## config.mk

```make
export PLATFORM = sky130hd
export DESIGN_NAME = marker_uart_tx
export DESIGN_NICKNAME = d
export VERILOG_FILES = /design/src/rtl/marker_uart_tx.sv
export SDC_FILE = /design/constraint.sdc
export NUM_CORES = 1
export LEC_CHECK = 0
export BUFFER_PORTS_ARGS = -buffer_cell sky130_fd_sc_hd__buf_4
export CORE_AREA = 2 2 39 41
export CTS_CLUSTER_SIZE = 12
export DETAILED_ROUTE_END_ITERATION = 12
export DIE_AREA = 0 0 41 43
export GPL_TIMING_DRIVEN = 1
export PLACE_DENSITY = 0.63
export SLEW_MARGIN = 0
export SYNTH_ARGS = -nofsm -noshare
export SYNTH_HDL_FRONTEND = slang
export SYNTH_SLANG_ARGS = --single-unit
```

## constraint.sdc

```tcl
create_clock -name clk -period 1.5 [get_ports clk]
set_input_delay 0.3 -clock clk [delete_from_list [all_inputs] [get_ports clk]]
set_output_delay 0.3 -clock clk [all_outputs]
set_load 0.05 [all_outputs]
```

## src/rtl/marker_uart_tx.sv

```systemverilog
module marker_uart_tx #(
  parameter int DATA_W = 8
) (
  input  logic              clk,
  input  logic              rst_n,
  input  logic              tick,
  input  logic              wr_en,
  input  logic [DATA_W-1:0] wr_data,
  input  logic              done_clr,
  output logic              txd,
  output logic              done
);
  localparam int SR_W = DATA_W + 1;

  logic [SR_W-1:0] shreg;
  logic            pending;
  logic            send_ph;
  logic            data_ph;

  wire busy       = pending | send_ph;
  wire shift_en   = tick & send_ph & data_ph;
  wire last_shift = (shreg[SR_W-1:2] == '0) & shreg[1];
  wire finish     = shift_en & last_shift;

  always_ff @(posedge clk) begin
    if (!rst_n) begin
      shreg   <= '0;
      pending <= 1'b0;
      send_ph <= 1'b0;
      data_ph <= 1'b0;
    end else begin
      if (wr_en && !busy) begin
        shreg   <= {1'b1, wr_data};
        pending <= 1'b1;
      end
      if (tick && pending) begin
        pending <= 1'b0;
        send_ph <= 1'b1;
      end
      if (tick && send_ph && !data_ph)
        data_ph <= 1'b1;
      if (shift_en) begin
        shreg <= {1'b0, shreg[SR_W-1:1]};
        if (last_shift) begin
          send_ph <= 1'b0;
          data_ph <= 1'b0;
        end
      end
    end
  end

  always_ff @(posedge clk) begin
    if (!rst_n)
      done <= 1'b0;
    else if (finish)
      done <= 1'b1;
    else if (done_clr)
      done <= 1'b0;
  end

  assign txd = ~send_ph | (data_ph & shreg[0]);

  assert_done_on_tick_R5: assert property (@(posedge clk) disable iff (!rst_n)
    $rose(done) |-> $past(tick));

  assert_txd_edge_on_tick_R3: assert property (@(posedge clk) disable iff (!rst_n)
    !$stable(txd) |-> $past(tick));

  assert_start_low_R2: assert property (@(posedge clk) disable iff (!rst_n)
    $rose(send_ph) |-> !txd);

  assert_busy_write_ignored_R6: assert property (@(posedge clk) disable iff (!rst_n)
    (busy && wr_en && !tick) |=> ($stable(shreg) && $stable(pending) && $stable(send_ph)));

  assert_done_sticky_R7: assert property (@(posedge clk) disable iff (!rst_n)
    (done && !done_clr) |=> done);

endmodule

```

==> impl_results.md, run 1 <==
* Status: completed
* Via count at 506
* Buf+Inv Stages, Crit Path at 0
* Area share of the largest cell type after synthesis at a little under half
* Setup TNS at 0 ps
* Synthesis Warnings at 0
* Layout Nets at 96
* Place WS at 157 ps
* Post-Syn Instances at 65
* Worst path required time at roughly 1700 ps
* Detail Placement HPWL at between 800 and 900 µm
* Worst VDD drop at approximately 560 µV
* Worst-path clk slew at 80 ps
* Worst Hold Class: in2reg
* TritonCTS Buffers at 3
* Antenna-violating nets left at 0
* Overall power at 701 µW
* CTS tree: done
* Synth area leaders: dfxtp_1, nand2_1, a31oi_1
* DR WL/cell at 11.8 µm
* FF-to-FF setup slack at ~150 ps
* RR Startpoint: shreg[2]
* RSZ-0062 raised after global routing: false
* Rows at 14
* Skew-Pair Late Insertion Delay at approximately 260 ps
* Critical Path Slowest Stage Cell: or4_4
* Chip height at approximately 43 µm
* Static leakage at 0.000283 µW
* F_max at 739 MHz
* Hold_ws at 296 ps
* Yosys cell types at 18
* Period utilization at ~90%
* Die width at approximately 41 µm
* WP depth at 3
* First-pass GRT wire length at just under 2000 µm
* Period minus WS final at 1350 ps
* Count of final hold-check violations at 0
* R2R depth at 3
* GRT Total Usage at ~16%
* Sink Count at 13
* Max-Cap Viols at 0
* Kind of critical path: reg2reg
* Critical Path Sink Type: flip-flop
* DRC viols at 0
* Hold Startpoint: wr_data[0]
* Power per cell area at just under 1000 mW/mm²
* Final design utilization at between 50% and 60%
* Resized cells post-CTS at 0
* Core box area at about 0.0014 mm²
* CP Max Fanout at 3
* Largest net degree at the start of global routing at 14
* Setup crit start: shreg[2]
* Slew HR at between 70% and 80%
* RePlAce Congestion at between 0.7 and 0.8
* Vias in the first global route at 473
* CP Cell Sequence: or4_4, nor4_4, o21a_1
* Area leader, netlist: dfxtp_1
* Effective utilization at floorplan at just over 40%
* Critical Path Sink: done
* Setup WS post-layout at around 150 ps
* Synthesized area at approximately 560 µm²
* Largest buffer count on any clock path at 2
* Average cell area after synthesis at 8.68 µm²
* CTS HTree Levels at 1
* Die Area at about 0.0018 mm²
* Worst EP arrival at about 1600 ps
* Vias per std cell at roughly 5.2
* DRT iter0 DRCs at 8
* Routed WL at approximately 1200 µm
* CP Launch Type: flip-flop
* Slew at the pin closest to its max-slew limit at around 330 ps
* Sequential area share after synthesis at 46.1%
* Share of cells above drive strength 1 at 29.3%
* CP peak stage delay at 550 ps
* Final max-slew violation count at 0
* Post-CTS setup buffer count at 0
* Final setup viols at 0
* Syn_nets at 78
* Drt pass-1 iters at 4
* Worst reg2reg path endpoint: done
* Antenna violations before repair at 0
* Io pins at 15
* PortBufs at 14
* CTS Hold Buffers Added at 0
* Clock root buffer: clkbuf_4
* Total gr overflow at 0
* Top delay family on crit path: simple AND/OR/NAND/NOR gates
* Ant diodes at 0
* P&R area growth vs syn at 27.5%
* Worst-case clock skew at approximately 2.1 ps
* Post-synthesis register bit count at 13
-- cells in the final DEF, fill, tap and decap left out, drive strengths merged --
master  instances
nand2          18
buf            16
dfxtp          13
o21ai           8
a31oi           8
clkbuf          4
nor3b           3
a21oi           2
or3b            2
nand3           1
o211a           1
nand2b          1
a21boi          1
or4             1
nor4            1
nor2b           1
o21a            1
-- cell usage after synthesis --
master	instances
clkbuf_1	3
o21ai_0	8
nand2b_1	1
or4_4	1
nor3b_1	2
nand3_2	1
nor3b_2	1
nand2_1	18
nor4_4	1
a31oi_1	8
or3b_1	1
o211a_1	1
o21a_1	1
or3b_2	1
nor2b_1	1
a21oi_1	2
dfxtp_1	13
a21boi_1	1
-- flip-flops by register name, summed over array words and instances, names as in the netlist --
register / cells
shreg: 9
pending: 1
send_ph: 1
done: 1
data_ph: 1
-- report_power, final --
part           total [µW]  leakage (µW)  internal (µW)  switching, µW
clock network         207     0.0000150            103            105
registers             386      0.000107            367           19.0
logic                 107      0.000161           56.4           50.9
total                 701      0.000283            527            175
-- how the worst min path moves through the flow --
| stage | endpoint | slack (ps) | depth (start not counted) |
|---|---|---|---|
| after floorplan | shreg[0] | 440 | 2 |
| after global placement | shreg[0] | 470 | 2 |
| after detailed placement | shreg[0] | 480 | 2 |
| after CTS | shreg[3] | 280 | 3 |
| after global routing | shreg[7] | 290 | 3 |
| final | shreg[0] | 300 | 3 |
-- per-layer routing --
| metal | track usage [%] | share of wire (%) | vias to the layer above |
|---|---|---|---|
| li1 | - | - | 266 |
| met1 | 20.1 | 49 | 230 |
| met2 | 25.0 | 47 | 10 |
| met3 | 6.28 | 3.1 | 0 |
| met4 | 4.00 | 0 | 0 |
| met5 | 0 | 0 | - |
-- kinds of logic after synthesis --
kind of cell	Yosys count	share of synthesized area (%)
buffers and inverters	3	2.00
and+or+nand+nor	28	29.7
DFF	13	46.1
AOI/OAI and AO/OA	21	22.2
-- area by class of cell --
class	instances	area, µm²
fill	145	664
sequential	13	260
tap	16	20.0
clock buffer	4	26.3
multi-input combinational	49	293
timing repair buffer	16	120
-- worst register-to-register path, stage by stage (launching register included) --
cell	delay (ps)
dfxtp_1	330
or4_4	550
nor4_4	270
o21a_1	160
-- through the flow --
stage               instances  cell area [µm²]
global route               98              719
floorplan                  65              564
finish                     98              719
CTS                        98              719
detailed placement         94              693
global placement           94              693
Power figures use the tool's default switching activity.
==> run 2, diff against run 1 <==
- RECOVER_POWER: not set -> 100
==> impl_results.md, run 2 (synthesis results as in run 1) <==
* Critical Path Slowest Stage Cell: dfxtp_1
* CTS Hold Buffers Added at 0
* Largest buffer count on any clock path at 2
* Total gr overflow at 0
* Die Area at 0.00176 mm²
* Placed cell area at between 600 and 700 µm²
* Worst path required time at around 1700 ps
* Max FFs per register at 9
* CP Launch Type: flip-flop
* CTS tree: done
* Static leakage at around 0.00028 µW
* PortBufs at 14
* Setup TNS at 0 ps
* R2R depth at 4
* F_max at around 730 MHz
* CP peak stage delay at 430 ps
* GRT Total Usage at roughly 16%
* Worst EP arrival at 1520 ps
* Most frequent cells in the layout: nand2_1, buf_4, dfxtp_1, o21ai_0, a31oi_1
* DRC viols at 0
* DRT iter0 DRCs at 9
* TritonCTS Buffers at 3
* First-pass GRT wire length at approximately 1900 µm
* Count of final hold-check violations at 0
* Clock root buffer: clkbuf_4
* Routed WL at between 1000 and 1500 µm
* Critical Path Sink Type: flip-flop
* Effective utilization at floorplan at slightly above 40%
* Drt pass-1 iters at 4
* Buf+Inv Stages, Crit Path at 1
* Skew-Pair Late Insertion Delay at 260 ps
* Commonest non-fill, non-tap cell in the layout: nand2_1
* Worst-case clock skew at around 2.1 ps
* Detail Placement HPWL at between 800 and 900 µm
* Register area at 260 µm²
* Slew at the pin closest to its max-slew limit at ~380 ps
* CP Max Fanout at 10
* Layout Nets at 96
* Resized cells post-CTS at 0
* Worst VDD drop at around 560 µV
* Ant diodes at 0
* Finished Layout Cells at just under 100
* Final setup viols at 0
* Kind of critical path: reg2reg
* Period minus WS final at about 1400 ps
* Worst-path clk slew at 80 ps
* Vias in the first global route at roughly 470
* FF-to-FF setup slack at roughly 140 ps
* Power per cell area at around 990 mW/mm²
* Hold endpoint: shreg[3]
* Most flops, register: shreg
* Worst Hold Class: in2reg
* RePlAce Congestion at ~0.71
* Worst Hold Depth at 3
* Max-Cap Viols at 0
* Share of cells above drive strength 1 at ~28%
* Final instance area at about 710 µm²
* Final design utilization at between 50% and 60%
* RR Startpoint: send_ph
* Period utilization at approximately 91%
* Chip height at 43 µm
* Die width at around 40 µm
* Status: completed
* Cell count after placement at 94
* Worst reg2reg path endpoint: shreg[7]
* CP Cell Sequence: nand3_1, buf_4, o21ai_0, a31oi_1
* Antenna-violating nets left at 0
* Vias per std cell at between 5 and 6
* DR WL/cell at between 10 and 15 µm
* Layout filler cell count at between 100 and 150
* Slew HR at between 70% and 80%
* Via count at between 500 and 600
* P&R area growth vs syn at 25.7%
* RSZ-0062 raised after global routing: false
* Io pins at 15
* Post-CTS setup buffer count at 0
* Hold Startpoint: wr_data[3]
* Multi-input logic area at roughly 290 µm²
* Antenna violations before repair at 0
* Core box area at ~0.0014 mm²
* CTS HTree Levels at 1
* Rows at 14
* Final max-slew violation count at 0
* Top delay family on crit path: flip-flops
* Largest net degree at the start of global routing at 14
* Sink Count at 13
## run 2: worst max-delay path by stage
stage                  start        to  slack, ps  cells after the start
global route         send_ph      done         40                      3
detailed placement  shreg[2]      done        160                      3
floorplan           shreg[2]      done        220                      3
finish               send_ph  shreg[7]        140                      4
global placement    shreg[2]      done        190                      3
CTS                 shreg[2]      done        130                      3
## run 2: stage by stage
step,power [µW],hold slack (ps),setup WS (ps)
finish,699,296,137
global route,745,291,39.8
CTS,714,285,131
detailed placement,503,476,157
global placement,501,467,188
floorplan,456,438,221
## run 2: final cells by class
class / count / area share, %
multi-input combinational: 49 / 40.6
tap: 16 / 2.82
sequential: 13 / 36.7
clock buffer: 4 / 3.70
timing repair buffer: 16 / 16.2
## run 2: layer usage
layer	global-route usage, %	wire (µm)	vias to the layer above
met5	0	0	-
met4	4.00	0	0
met3	6.28	40	0
met2	25.0	561	10
met1	20.1	565	240
li1	-	-	266
## run 2: report_power, final
| part | leakage, µW | switching, µW | internal [µW] |
|---|---|---|---|
| Clock | 0.0000150 | 105 | 103 |
| Combinational | 0.000159 | 50.5 | 55.1 |
| Sequential | 0.000107 | 18.6 | 367 |
## run 2: worst reg2reg max path, delay by kind of cell, from the launching register on
| family | cells | cell delay (ps) |
|---|---|---|
| flip-flops | 1 | 430 |
| AND/OR/NAND/NOR | 1 | 320 |
| buffers and inverters | 1 | 290 |
| AO/OA/AOI/OAI | 2 | 220 |
==> run 3, diff against run 2 <==
- SETUP_SLACK_MARGIN: not set -> 0.15
==> impl_results.md, run 3 (synthesis results as in run 1) <==
* Status: completed
* Max-Cap Viols at 0
* P&R area growth vs syn at 25.9%
* RR Startpoint: send_ph
* Cell count after placement at between 90 and 100
* Worst-case clock skew at just over 2 ps
* Skew-Pair Late Insertion Delay at 260 ps
* Max FFs per register at 9
* Via count at 508
* CTS tree: done
* Final setup viols at 0
* TritonCTS Buffers at 3
* Vias in the first global route at approximately 470
* Die width at roughly 41 µm
* Worst Hold Depth at 3
* Rows at 14
* Antenna-violating nets left at 0
* Critical Path Sink Type: flip-flop
* Total gr overflow at 0
* Largest net degree at the start of global routing at 14
* R2R depth at 4
* Worst EP arrival at between 1500 and 2000 ps
* Routed WL at between 1000 and 1500 µm
* CTS Hold Buffers Added at 0
* Worst-path clk slew at approximately 80 ps
* DRT iter0 DRCs at 11
* Vias per std cell at roughly 5.2
* Final max-slew violation count at 0
* RePlAce Congestion at around 0.71
* Sink Count at 13
* CP Max Fanout at 10
* Detail Placement HPWL at ~850 µm
* Most frequent cells in the layout: nand2_1, buf_4, dfxtp_1, o21ai_0, a31oi_1
* Ant diodes at 0
* Clock root buffer: clkbuf_4
* Final instance area at between 700 and 800 µm²
* Setup TNS at 0 ps
* Post-CTS setup buffer count at 0
* DRC viols at 0
* Slew HR at roughly 75%
* Commonest non-fill, non-tap cell in the layout: nand2_1
* Worst Hold Class: in2reg
* Count of final hold-check violations at 0
* Die Area at 0.00176 mm²
* Worst VDD drop at between 500 and 600 µV
* FF-to-FF setup slack at between 100 and 150 ps
* Static leakage at 0.000281 µW
* CP Launch Type: flip-flop
* Hold endpoint: shreg[3]
* Io pins at 15
* Drt pass-1 iters at 4
* Most flops, register: shreg
* First-pass GRT wire length at roughly 1900 µm
* PortBufs at 14
* Effective utilization at floorplan at a little over 40%
* Power per cell area at roughly 980 mW/mm²
* Period utilization at roughly nine tenths
* Slew at the pin closest to its max-slew limit at 370 ps
* Share of cells above drive strength 1 at between 20 and 30%
* Placed cell area at about 690 µm²
* Worst path required time at about 1700 ps
* CTS HTree Levels at 1
* Core box area at approximately 0.0014 mm²
* Period minus WS final at approximately 1400 ps
* RSZ-0062 raised after global routing: true
* Antenna violations before repair at 0
* CP Cell Sequence: nand3_1, buf_4, o21ai_0, a31oi_1
* CP peak stage delay at around 430 ps
* DR WL/cell at between 10 and 15 µm
* Chip height at roughly 43 µm
* Worst reg2reg path endpoint: shreg[5]
* Critical Path Slowest Stage Cell: dfxtp_1
* GRT Total Usage at between 10% and 20%
* Kind of critical path: reg2reg
* Largest buffer count on any clock path at 2
* Overall power at 700 µW
* Layout Nets at 96
* Final design utilization at slightly above 50%
* F_max at 738 MHz
* Hold Startpoint: wr_data[3]
* Finished Layout Cells at 98
## run 3: how the worst max path moves through the flow
stage	slack (ps)	cells after the start	to	from
floorplan	220	3	done	shreg[2]
global placement	190	3	done	shreg[2]
detailed placement	160	3	done	shreg[2]
CTS	160	3	done	shreg[1]
global route	50	4	shreg[7]	send_ph
finish	150	4	shreg[5]	send_ph
## run 3: metal layers
| layer | up-vias | routed length, µm | global-route usage, % |
|---|---|---|---|
| met5 | - | 0 | 0 |
| met4 | 0 | 0 | 4.00 |
| met3 | 0 | 42 | 6.28 |
| met2 | 12 | 551 | 25.0 |
| met1 | 230 | 572 | 20.1 |
| li1 | 266 | - | - |
## run 3: repair_timing
action	in CTS	in global routing
endpoints found under the setup margin	3	3
pin swaps	1	2
resized for setup	0	2
## run 3: critical path, delay by kind of cell, from the launching register on
kind / cells / cell delay (ps)
flops: 1 / 430
compound gates: 2 / 220
simple gates: 1 / 320
buf+inv: 1 / 280
## run 3: cell type report
class	instances	area (µm²)
sequential	13	262
fill	147	673
multi-input combinational	49	288
clock buffer	4	26.3
timing repair buffer	16	115
tap	16	20.0
## run 3: power breakdown
part,internal [µW],switching [µW],leakage [µW]
sequential,368,18.6,0.000107
clock,103,105,0.0000150
combinational,55.1,50.8,0.000159
## run 3: through the flow
stage               hold WS (ps)  setup WS (ps)
floorplan                    438            221
global placement             467            188
detailed placement           476            157
CTS                          285            164
global route                 291           46.7
finish                       296            146
